===== src/rtl/sdram_seq_pkg.sv =====
package sdram_seq_pkg;

  // Command code on {csN, rasN, casN, weN}
  typedef enum logic [3:0] {
    CMD_MODE = 4'b0000,
    CMD_REF  = 4'b0001,
    CMD_PRE  = 4'b0010,
    CMD_NOP  = 4'b0111
  } sdCmd_e;

  // Strobes from control to datapath
  typedef struct packed {
    logic ckeOn;
    logic issuePre;
    logic issueRef;
    logic issueMode;
    logic loadRefresh;
  } seqStrobe_t;

  function automatic int maxOf4(input int a, input int b, input int c, input int d);
    int m;
    m = a;
    if (b > m) m = b;
    if (c > m) m = c;
    if (d > m) m = d;
    return m;
  endfunction

endpackage


===== src/rtl/sdram_refresh_timer.sv =====
module sdram_refresh_timer #(
  parameter int REFRESH_RELOAD = 683
) (
  input  logic clk,
  input  logic rstN,
  input  logic load,
  output logic due
);
  localparam int CNT_W = $clog2(REFRESH_RELOAD + 1);

  logic [CNT_W-1:0] count;

  always_ff @(posedge clk or negedge rstN) begin
    if (!rstN) begin
      count <= '0;
    end else if (load) begin
      count <= CNT_W'(REFRESH_RELOAD);
    end else if (count != '0) begin
      count <= count - 1'b1;
    end
  end

  assign due = (count == '0);
endmodule


===== src/rtl/sdram_seq_ctrl.sv =====
module sdram_seq_ctrl
  import sdram_seq_pkg::*;
#(
  parameter int PWRUP_CYCLES   = 100,
  parameter int T_RP           = 2,
  parameter int T_RC           = 7,
  parameter int T_MRD          = 2,
  parameter int INIT_REFRESHES = 4
) (
  input  logic       clk,
  input  logic       rstN,
  input  logic       start,
  input  logic       refDue,
  output seqStrobe_t strobe,
  output logic       busy,
  output logic       ready
);
  localparam int TMAX    = maxOf4(PWRUP_CYCLES, T_RP, T_RC, T_MRD);
  localparam int TIMER_W = $clog2(TMAX + 1);
  localparam int REFC_W  = $clog2(INIT_REFRESHES + 1);

  typedef enum logic [3:0] {
    S_IDLE, S_CKE, S_PWRUP, S_PRE, S_WRP, S_REF, S_WRC,
    S_MODE, S_WMRD, S_READY, S_AUTOREF, S_WRUN
  } seqState_e;

  seqState_e          state;
  logic [TIMER_W-1:0] timer;
  logic [REFC_W-1:0]  refLeft;
  logic               timerLast;

  assign timerLast = (timer == TIMER_W'(1));

  always_ff @(posedge clk or negedge rstN) begin
    if (!rstN) begin
      state   <= S_IDLE;
      timer   <= '0;
      refLeft <= '0;
    end else begin
      case (state)
        S_IDLE:  if (start) state <= S_CKE;
        S_CKE: begin
          timer <= TIMER_W'(PWRUP_CYCLES);
          state <= S_PWRUP;
        end
        S_PWRUP: begin
          if (timerLast) state <= S_PRE;
          else timer <= timer - 1'b1;
        end
        S_PRE: begin
          timer   <= TIMER_W'(T_RP - 1);
          refLeft <= REFC_W'(INIT_REFRESHES);
          state   <= S_WRP;
        end
        S_WRP: begin
          if (timerLast) state <= S_REF;
          else timer <= timer - 1'b1;
        end
        S_REF: begin
          timer   <= TIMER_W'(T_RC - 1);
          refLeft <= refLeft - 1'b1;
          state   <= S_WRC;
        end
        S_WRC: begin
          if (timerLast) state <= (refLeft == '0) ? S_MODE : S_REF;
          else timer <= timer - 1'b1;
        end
        S_MODE: begin
          timer <= TIMER_W'(T_MRD - 1);
          state <= S_WMRD;
        end
        S_WMRD: begin
          if (timerLast) state <= S_READY;
          else timer <= timer - 1'b1;
        end
        S_READY: if (refDue) state <= S_AUTOREF;
        S_AUTOREF: begin
          timer <= TIMER_W'(T_RC - 1);
          state <= S_WRUN;
        end
        S_WRUN: begin
          if (timerLast) state <= S_READY;
          else timer <= timer - 1'b1;
        end
        default: state <= S_IDLE;
      endcase
    end
  end

  always_comb begin
    strobe             = '0;
    strobe.ckeOn       = (state == S_CKE);
    strobe.issuePre    = (state == S_PRE);
    strobe.issueRef    = (state == S_REF) || (state == S_AUTOREF);
    strobe.issueMode   = (state == S_MODE);
    strobe.loadRefresh = ((state == S_WMRD) && timerLast) || (state == S_AUTOREF);
  end

  assign busy  = (state != S_IDLE) && (state != S_READY);
  assign ready = (state == S_READY) || (state == S_AUTOREF) || (state == S_WRUN);
endmodule


===== src/rtl/sdram_seq_datapath.sv =====
module sdram_seq_datapath
  import sdram_seq_pkg::*;
#(
  parameter int ROW_BITS          = 12,
  parameter int BURST_LEN         = 2,
  parameter int CAS_LAT           = 3,
  parameter int BURST_INTERLEAVED = 0,
  parameter int WRITE_SINGLE      = 1
) (
  input  logic                clk,
  input  logic                rstN,
  input  seqStrobe_t          strobe,
  output logic                cke,
  output sdCmd_e              cmd,
  output logic                cmdStrobe,
  output logic [ROW_BITS-1:0] addr
);
  localparam int ALL_BANKS_BIT = 10;
  localparam int BL_CODE       = $clog2(BURST_LEN);
  localparam logic [9:0] MODE_LOW = {WRITE_SINGLE[0], 2'b00, CAS_LAT[2:0],
                                     BURST_INTERLEAVED[0], 3'(BL_CODE)};
  localparam logic [ROW_BITS-1:0] MODE_WORD = ROW_BITS'(MODE_LOW);
  localparam logic [ROW_BITS-1:0] PRE_WORD  = ROW_BITS'(1) << ALL_BANKS_BIT;

  always_ff @(posedge clk or negedge rstN) begin
    if (!rstN) begin
      cke       <= 1'b0;
      cmd       <= CMD_NOP;
      cmdStrobe <= 1'b0;
      addr      <= '0;
    end else begin
      cke       <= cke | strobe.ckeOn;
      cmdStrobe <= strobe.issuePre | strobe.issueRef | strobe.issueMode;
      if (strobe.issuePre) begin
        cmd  <= CMD_PRE;
        addr <= PRE_WORD;
      end else if (strobe.issueRef) begin
        cmd  <= CMD_REF;
        addr <= '0;
      end else if (strobe.issueMode) begin
        cmd  <= CMD_MODE;
        addr <= MODE_WORD;
      end else begin
        cmd  <= CMD_NOP;
        addr <= '0;
      end
    end
  end
endmodule


===== src/rtl/sdram_init_seq.sv =====
module sdram_init_seq
  import sdram_seq_pkg::*;
#(
  parameter int PWRUP_CYCLES   = 100,
  parameter int T_RP           = 2,
  parameter int T_RC           = 7,
  parameter int T_MRD          = 2,
  parameter int INIT_REFRESHES = 4,
  parameter int REFRESH_RELOAD = 683,
  parameter int ROW_BITS       = 12,
  parameter int BANK_BITS      = 2,
  parameter int DATA_BITS      = 16
) (
  input  logic                 clk,
  input  logic                 rstN,
  input  logic                 start,
  output logic                 busy,
  output logic                 ready,
  output logic                 cmdStrobe,
  output logic                 sdCke,
  output logic                 sdCsN,
  output logic                 sdRasN,
  output logic                 sdCasN,
  output logic                 sdWeN,
  output logic [BANK_BITS-1:0] sdBa,
  output logic [ROW_BITS-1:0]  sdAddr,
  output logic [DATA_BITS/8-1:0] sdDqm
);
  seqStrobe_t strobe;
  sdCmd_e     cmd;
  logic       refDue;

  sdram_seq_ctrl #(
    .PWRUP_CYCLES(PWRUP_CYCLES), .T_RP(T_RP), .T_RC(T_RC),
    .T_MRD(T_MRD), .INIT_REFRESHES(INIT_REFRESHES)
  ) i_ctrl (
    .clk(clk), .rstN(rstN), .start(start), .refDue(refDue),
    .strobe(strobe), .busy(busy), .ready(ready)
  );

  sdram_seq_datapath #(.ROW_BITS(ROW_BITS)) i_dp (
    .clk(clk), .rstN(rstN), .strobe(strobe), .cke(sdCke),
    .cmd(cmd), .cmdStrobe(cmdStrobe), .addr(sdAddr)
  );

  sdram_refresh_timer #(.REFRESH_RELOAD(REFRESH_RELOAD)) i_refTimer (
    .clk(clk), .rstN(rstN), .load(strobe.loadRefresh), .due(refDue)
  );

  assign {sdCsN, sdRasN, sdCasN, sdWeN} = cmd;
  assign sdBa  = '0;
  assign sdDqm = '1;
endmodule


===== config.mk =====
export PLATFORM = sky130hd
export DESIGN_NAME = sdram_init_seq
export DESIGN_NICKNAME = d
export VERILOG_FILES = /design/src/rtl/sdram_seq_pkg.sv /design/src/rtl/sdram_refresh_timer.sv /design/src/rtl/sdram_seq_ctrl.sv /design/src/rtl/sdram_seq_datapath.sv /design/src/rtl/sdram_init_seq.sv
export SDC_FILE = /design/constraint.sdc
export NUM_CORES = 1
export LEC_CHECK = 0
export ABC_AREA = 1
export BUFFER_PORTS_ARGS = -buffer_cell sky130_fd_sc_hd__buf_2
export CORE_UTILIZATION = 57
export DETAILED_ROUTE_END_ITERATION = 10
export PLACE_DENSITY = 0.82
export REMOVE_ABC_BUFFERS = 1
export SETUP_SLACK_MARGIN = 0.05
export SYNTH_ARGS = -nofsm -noshare
export SYNTH_HDL_FRONTEND = slang
export SYNTH_SLANG_ARGS = --single-unit

===== constraint.sdc =====
create_clock -name clk -period 4.45 [get_ports clk]
set_input_delay 1.1125 -clock clk [delete_from_list [all_inputs] [get_ports clk]]
set_output_delay 1.1125 -clock clk [all_outputs]
set_load 0.01 [all_outputs]

==> After elaboration in Yosys (flattened, before gate mapping) <==
Cells that the tools add are included.
Widths: inputs -> output; s select.
{ "classes": {"reduce_logical": 20, "n_addsub": 3, "bitwise": 3, "mux": 19, "n_eq_ne": 20} }
{ "ops": {"columns": ["op", "count"], "rows": [
  ["$pmux 4 s11", 1],
  ["$mux 4", 8],
  ["$mux 10", 3],
  ["$pmux 7 s4", 1],
  ["$mux 12", 2],
  ["$eq 4x3->1 const B", 4],
  ["$eq 4x4->1 const B", 4],
  ["$logic_not 10->1", 1],
  ["$ne 2x1->1 const B", 5],
  ["$reduce_bool 10->1", 1],
  ["$sub 10x1->10 const B", 1],
  ["$eq 4x2->1 const B", 2],
  ["$reduce_bool 4->1", 2],
  ["$eq 7x1->1 const B", 1],
  ["$mux 7", 1],
  ["$sub 7x1->7 const B", 1],
  ["$pmux 3 s2", 1],
  ["$reduce_and 6->1", 1],
  ["$reduce_or 2->1", 3],
  ["$reduce_or 5->1", 1],
  ["$eq 4x1->1 const B", 1],
  ["$logic_not 4->1", 1],
  ["$logic_or 1x1->1", 4],
  ["$ne 2x2->1 const B", 2],
  ["9 further kinds", 13]
]} }
{ "totals": {"in_bits": 3, "output_inout_bits": 24, "regBits": 42, "wordCells": 73} }

==> Longest topological paths before layout <==
Gate-level depths: netlist of run 1.
{ "depth": {"ltp_word": 4, "mapped_depth": 10, "depth_no_buf": 10} }

==> Modules after synthesis <==
A second synthesis of run 1 with hierarchy kept.
{ "unflattened": {"hier_cells": 277, "hier_area_um2": 1974.4} }
{ "modules_own_cells": {"columns": ["module", "instances", "cells_each", "area_per_inst_um2"], "rows": [
  ["sdram_seq_ctrl", 1, 156, 1012.2],
  ["sdram_refresh_timer", 1, 85, 613.1],
  ["sdram_seq_datapath", 1, 30, 311.5],
  ["sdram_init_seq", 1, 6, 37.5]
]} }

==> Worst setup path before layout of run 1 <==
OpenSTA, ideal clock, no wires.
{ "synth_timing": {"path_type": "reg-to-output", "from": "register i_ctrl.state[2]", "to": "output port busy", "arrival_ns": 0.946, "path_stages_with_launch": 6, "path_slack_ns": 2.391, "n_path_buf": 1, "cell_sequence": "dfrtp_1 > buf_2 > inv_1 > nand2_1 > nor2_1 > a21oi_1"} }
{ "synth_via": {"elab_chain_len": 2, "word_cells_on_any_way": 3, "cone_classes": "1 x eq/ne; 2 x reduce/logical"} }
{ "synth_lines": {"columns": ["element", "line", "source"], "rows": [
  ["start: declaration", "sdram_seq_ctrl.sv:27", "seqState_e state;"],
  ["start signal: assignment", "sdram_seq_ctrl.sv:65", "if (timerLast) state <= (refLeft == '0) ? S_MODE : S_REF;"],
  ["$ne 4x4->1 / $reduce_bool 4->1 (equally long branches)", "sdram_seq_ctrl.sv:99", "assign busy = (state != S_IDLE) && (state != S_READY);"],
  ["$logic_and 1x1->1 *", "sdram_seq_ctrl.sv:99", null],
  ["end: declaration", "sdram_init_seq.sv:17", "output logic busy,"]
]} }
Mark *: on every way between the ends. The rest lies on a longest branch, timed or not.

==> Worst setup path in the final report of run 1 <==
Same ends and word-level chain as after synthesis.

==> results of run 1 <==
==> placed cells by master, fill, tap and decap left out, types with 4 or more instances in the layout <==
master and instances:
dfrtp_1 28, buf_2 14, xor2_1 5, clkbuf_4 5, nand3_1 17, nand2_2 4, nand2_1 63, o21ai_1 4
nor2_1 26, o21ai_0 12, inv_1 37, a21oi_1 8, ha_1 5, nand4_1 5, conb_1 12
==> power by group through the flow <==
stage,sequential (mW),combinational (mW),clock (mW)
final,0.513,0.804,0.168
after global routing,0.529,0.924,0.188
after CTS,0.512,0.807,0.173
after detailed placement,0.517,0.804,0
after global placement,0.512,0.782,0
after floorplan,0.509,0.624,0
==> worst max-delay path by stage <==
stage / cells past startpoint / slack [ns] / startpoint / endpoint
2_1_floorplan: 4 / 2.38 / i_ctrl.state[2] / busy
3_3_place_gp: 5 / 2.27 / i_ctrl.state[2] / busy
3_5_place_dp: 5 / 2.25 / i_ctrl.state[2] / busy
4_1_cts: 5 / 1.87 / i_ctrl.state[2] / busy
5_1_grt: 5 / 1.71 / i_ctrl.state[2] / busy
6_report: 5 / 1.87 / i_ctrl.state[2] / busy
==> cell type report <==
class | count | area share, %
timing repair buffer | 14 | 3.513
multi-input combinational | 177 | 44.29
clock buffer | 6 | 2.572
inverter | 40 | 7.528
sequential | 31 | 39.08
tap | 44 | 2.760
clock inverter | 1 | 0.2509
==> metal layers <==
| metal | up-vias | part of all wire (%) |
|---|---|---|
| met1 | 676 | 48 |
| met4 | 0 | 2.5 |
| met5 | - | 0 |
| met2 | 38 | 45 |
| met3 | 10 | 3.9 |
| li1 | 791 | - |
==> sequential cells by signal, indices dropped and copies added, names as in the netlist <==
signal / flops
i_ctrl.refLeft: 3
i_dp.cke: 1
i_ctrl.state: 4
i_dp.addr: 2
i_ctrl.timer: 7
i_dp.cmd: 3
i_refTimer.count: 10
i_dp.cmdStrobe: 1
==> stage by stage <==
| stage | util [%] | instance area [µm²] |
|---|---|---|
| floorplan | - | 1813 |
| global placement | 62.46 | 1938 |
| detailed placement | 62.46 | 1938 |
| CTS | 64.27 | 1994 |
| global route | 64.27 | 1994 |
| finish | 64.27 | 1994 |
==> logic make-up (layout without fill, tap and decap cells) <==
| kind of cell | count (synthesis) | in the layout | synth area share [%] |
|---|---|---|---|
| AOI/OAI and AO/OA | 27 | 27 | 7.537 |
| xor gates and xnor gates | 5 | 5 | 2.293 |
| adders and majority gates | 5 | 5 | 3.277 |
| buffers and inverters | 58 | 61 | 14.88 |
| DFF | 31 | 31 | 40.83 |
| other | 2 | 12 | 0.3933 |
| and+or+nand+nor | 128 | 128 | 30.80 |
==> results_dict.tcl, run 1 <==
set metrics [dict create \
    busiest_layer "met2" \
    cp_num_buf_inv 2 \
    hold_viol 0 \
    status "completed" \
    clk_latency_ns 0.34 \
    fillers 280 \
    ir_drop_mv 0.4662 \
    p_per_area_mw_per_mm2 744.8 \
    combPwrFrac_pct 54.1 \
    cts_tree "yes" \
    period_needed_ns 2.581 \
    hold_end "i_dp.cke" \
    grt_pass1_wl_mm 5.940 \
    seqCellArea_um2 779.5 \
    die_h_um 59.88 \
    fp.dieW_um 59.88 \
    vias_per_cell 4.840 \
    slowest_stage "dfrtp_1" \
    maxSlewViolCount 0 \
    synth_common_cells "63 x nand2_1, 37 x inv_1, 28 x dfrtp_1" \
    antenna_found_initial 0 \
    p_int_mw 0.7636 \
    syn_inst 256 \
    synth_area_leaders "dfrtp_1 37%, nand2_1 12%, inv_1 7.3%" \
    p_sw_mw 0.7218 \
    p_leak_nw 1.085 \
    p_sw_share_pct 48.59 \
    synthesis.area_mm2 0.001909 \
    cp_top_family "flip-flops" \
    synth_area_per_cell_um2 7.458 \
    worstMarginPinSlew_ns 0.6711 \
    crit_chain "inv_1 -> nand2_1 -> nor2_1 -> a21oi_1 -> buf_2" \
    max_stage_delay_ns 0.50 \
    final_cells 313 \
    overflow 0 \
    htree_levels 2 \
    async_flop_share_pct 100.0 \
    placementRows 20 \
    insertedDiodeCount 0 \
    yosysWarnings 0 \
    gr-usage-met3_pct 4.545 \
    layout-drive-gt1-share_pct 15.99 \
    cp_max_fo 8 \
    met2_usage_pct 35.08 \
    critPathLaunchType "flop" \
    io_pins 27 \
    finalSetupViolCount 0 \
    reg2reg_to "i_refTimer.count[1]" \
    place_worst_setup_slack_ns 2.254 \
    cts_sinks 31 \
    gr-usage-all-layers_pct 23.03 \
    dp.cells 306 \
    hold_slack_ns 0.4657 \
    rrSetupSlack_ns 2.84 \
    syn_to_final_growth_pct 4.456 \
    die_area_mm2 0.003585 \
    drt_iter0_markers 81 \
    wl_per_cell_um 11.00 \
    slew_headroom_pct 55.26 \
    ys_types 27 \
    synth.most_common_cell "nand2_1" \
    synth_flop_cell "dfrtp_1" \
    post-cts-setup-buffer-count 0 \
    post-dp-hpwl_mm 2.564 \
    wirelength_mm 3.442 \
    clkPwrFrac_pct 11.3 \
    use_met1_pct 31.05 \
    timing.fmax_mhz 387.5 \
    holdCritStartpoint "i_dp.cke" \
    worst_setup_path_end_kind "primary output" \
    ant_nets 0 \
    grt_max_degree 32 \
    required_ns 3.34 \
    synth-seq-area-share_pct 40.83 \
    period_share_pct 57.99 \
    cts-root-buf "clkbuf_4" \
    yosys.area.top_type "dfrtp_1" \
    setup_tns_ns 0 \
    finalPower_mw 1.486 \
    clkTransAtPathRegs_ns 0.09 \
    hold_buffers 0 \
    grt_pass1_vias 1346 \
    core_mm2 0.003103 \
    multi_input_area_um2 883.3 \
    fin_ws_ns 1.869 \
    io_buffers 14 \
    reg2reg_depth 8 \
    via_count 1515 \
    min_path_type "flop to flop" \
    start_util_pct 61.53 \
    final_nets 277 \
    p_seq_share_pct 34.6 \
    drt-pass1-iter-count 5 \
    yosysTopAreaCellShare_pct 36.70 \
    reg2reg_from "i_refTimer.count[0]" \
    crit_arrival_ns 1.47 \
    synth-edff-count 0 \
    cts_resized 0 \
    clockBufferDepth 2 \
    worstSetupPathType "flop to primary output" \
    fin_skew_ns 0.01232 \
    ys_ff_latch 31 \
    cts-buffers-inserted 5 \
    grt_setup_unrepaired "false" \
    place_congestion 0.8953 \
    drc 0 \
    maxCapViolCount 0 \
    min_path_cells 1 \
]
No activity file was read; power rests on OpenSTA's default activity.
==> inputs of run 2 (changes only) <==
Clock period 4.45 ns to 2.4 ns, I/O delays scaled along.
==> run 2 against run 1 <==
  * Utilization unchanged
  * Hold slack worse by 0.18 ns
  * Via count rose by 2.0%
  * Wire length decreased by 2.6%
  * Combinational power up 85%
  * Clock power increased by 88%
  * Critical endpoint unchanged
==> results_dict.tcl, run 2 (synthesis gave the netlist of run 1 again) <==
set metrics [dict create \
    status "completed" \
    worstSetupPathType "flop to primary output" \
    drt-pass1-iter-count 4 \
    post-dp-hpwl_mm 2.450 \
    syn_to_final_growth_pct 4.456 \
    wirelength_mm 3.353 \
    clk_latency_ns 0.34 \
    grt_pass1_wl_mm 5.927 \
    hold_buffers 0 \
    fin_area_mm2 0.001994 \
    cts_resized 0 \
    io_buffers 14 \
    fp.dieW_um 59.88 \
    cts-root-buf "clkbuf_4" \
    finalCoreUtilization_pct 64.27 \
    hold_slack_ns 0.2892 \
    maxCapViolCount 0 \
    cp_top_family "flip-flops" \
    hold_viol 0 \
    finalPower_mw 2.756 \
    min_path_type "input pin to async pin" \
    setup_tns_ns 0 \
    start_util_pct 61.53 \
    crit_chain "inv_1 -> nand2_1 -> nor2_1 -> a21oi_1 -> buf_2" \
    fin_skew_ns 0.005694 \
    overflow 0 \
    critPathLaunchType "flop" \
    p_leak_nw 1.085 \
    grt_max_degree 32 \
    clkTransAtPathRegs_ns 0.09 \
    largest_register_ffs 10 \
    layout.cells.most_common_list "63 x nand2_1, 37 x inv_1, 28 x dfrtp_1" \
    required_ns 1.80 \
    p_per_area_mw_per_mm2 1382 \
    cts_tree "yes" \
    worst_setup_path_end_kind "primary output" \
    clockBufferDepth 2 \
    regMostFlops "i_refTimer.count" \
    drc 0 \
    antenna_found_initial 0 \
    ir_drop_mv 0.8181 \
    cp.depth 5 \
    timing.fmax_mhz 481.1 \
    via_count 1545 \
    wl_per_cell_um 10.71 \
    htree_levels 2 \
    vias_per_cell 4.936 \
    reg2reg_depth 9 \
    cts-buffers-inserted 5 \
    post-cts-setup-buffer-count 0 \
    finalSetupViolCount 0 \
    drt_iter0_markers 66 \
    period_share_pct 86.62 \
    top_regs "i_refTimer.count x10, i_ctrl.timer x7, i_ctrl.state x4" \
    gr-usage-all-layers_pct 22.76 \
    cp_max_fo 8 \
    grt_pass1_vias 1385 \
    slew_headroom_pct 55.46 \
    die_h_um 59.88 \
    final_nets 277 \
    insertedDiodeCount 0 \
    place_congestion 0.8499 \
    ant_nets 0 \
    dpl_cell_area_mm2 0.001938 \
    final_common_cell "nand2_1" \
    io_pins 27 \
    worstMarginPinSlew_ns 0.6681 \
    core_mm2 0.003103 \
    die_area_mm2 0.003585 \
    slowest_stage "dfrtp_1" \
    cp_num_buf_inv 2 \
    crit_arrival_ns 1.48 \
    period_needed_ns 2.079 \
    placementRows 20 \
    max_stage_delay_ns 0.50 \
    maxSlewViolCount 0 \
    layout-drive-gt1-share_pct 15.99 \
    grt_setup_unrepaired "false" \
    cts_sinks 31 \
]
[run 2: path summary, 6_finish.rpt]
path,start,to,slack [ns]
setup / recovery,i_ctrl.state[2],busy,0.32
hold / removal,rstN,i_refTimer.count[0],0.29
setup reg to reg,i_refTimer.count[0],i_ctrl.state[1],0.80
hold reg to reg,i_dp.cke,i_dp.cke,0.46
max in group asynchronous,rstN,i_refTimer.count[2],1.68
min in group clk,i_dp.cke,i_dp.cke,0.46
[run 2: through the flow]
| step | setup slack [ns] | cells |
|---|---|---|
| 4_1_cts | 0.3132 | 313 |
| 6_report | 0.3212 | 313 |
| 3_3_place_gp | 0.7578 | 306 |
| 2_1_floorplan | 0.8425 | 248 |
| 3_5_place_dp | 0.7180 | 306 |
| 5_1_grt | 0.1475 | 313 |
[run 2: area by class of cell]
class | instances | area (µm²)
Timing Repair Buffer | 14 | 70.07
Clock buffer | 6 | 51.30
Sequential cell | 31 | 779.5
Tap cell | 44 | 55.05
Clock inverter | 1 | 5.005
Multi-Input combinational cell | 177 | 883.3
Inverter | 40 | 150.1
Fill cell | 288 | 1109
[run 2: report_power, final]
group	internal, mW	switching, mW
Combinational	0.514	0.979
Sequential	0.766	0.182
Clock	0.135	0.180
[run 2: layer usage]
metal	vias up	global-route usage (%)	wire [µm]
li1	792	-	-
met1	698	29.01	1581
met2	46	36.98	1512
met3	9	5.844	190
met4	0	8.970	69
met5	-	0	0
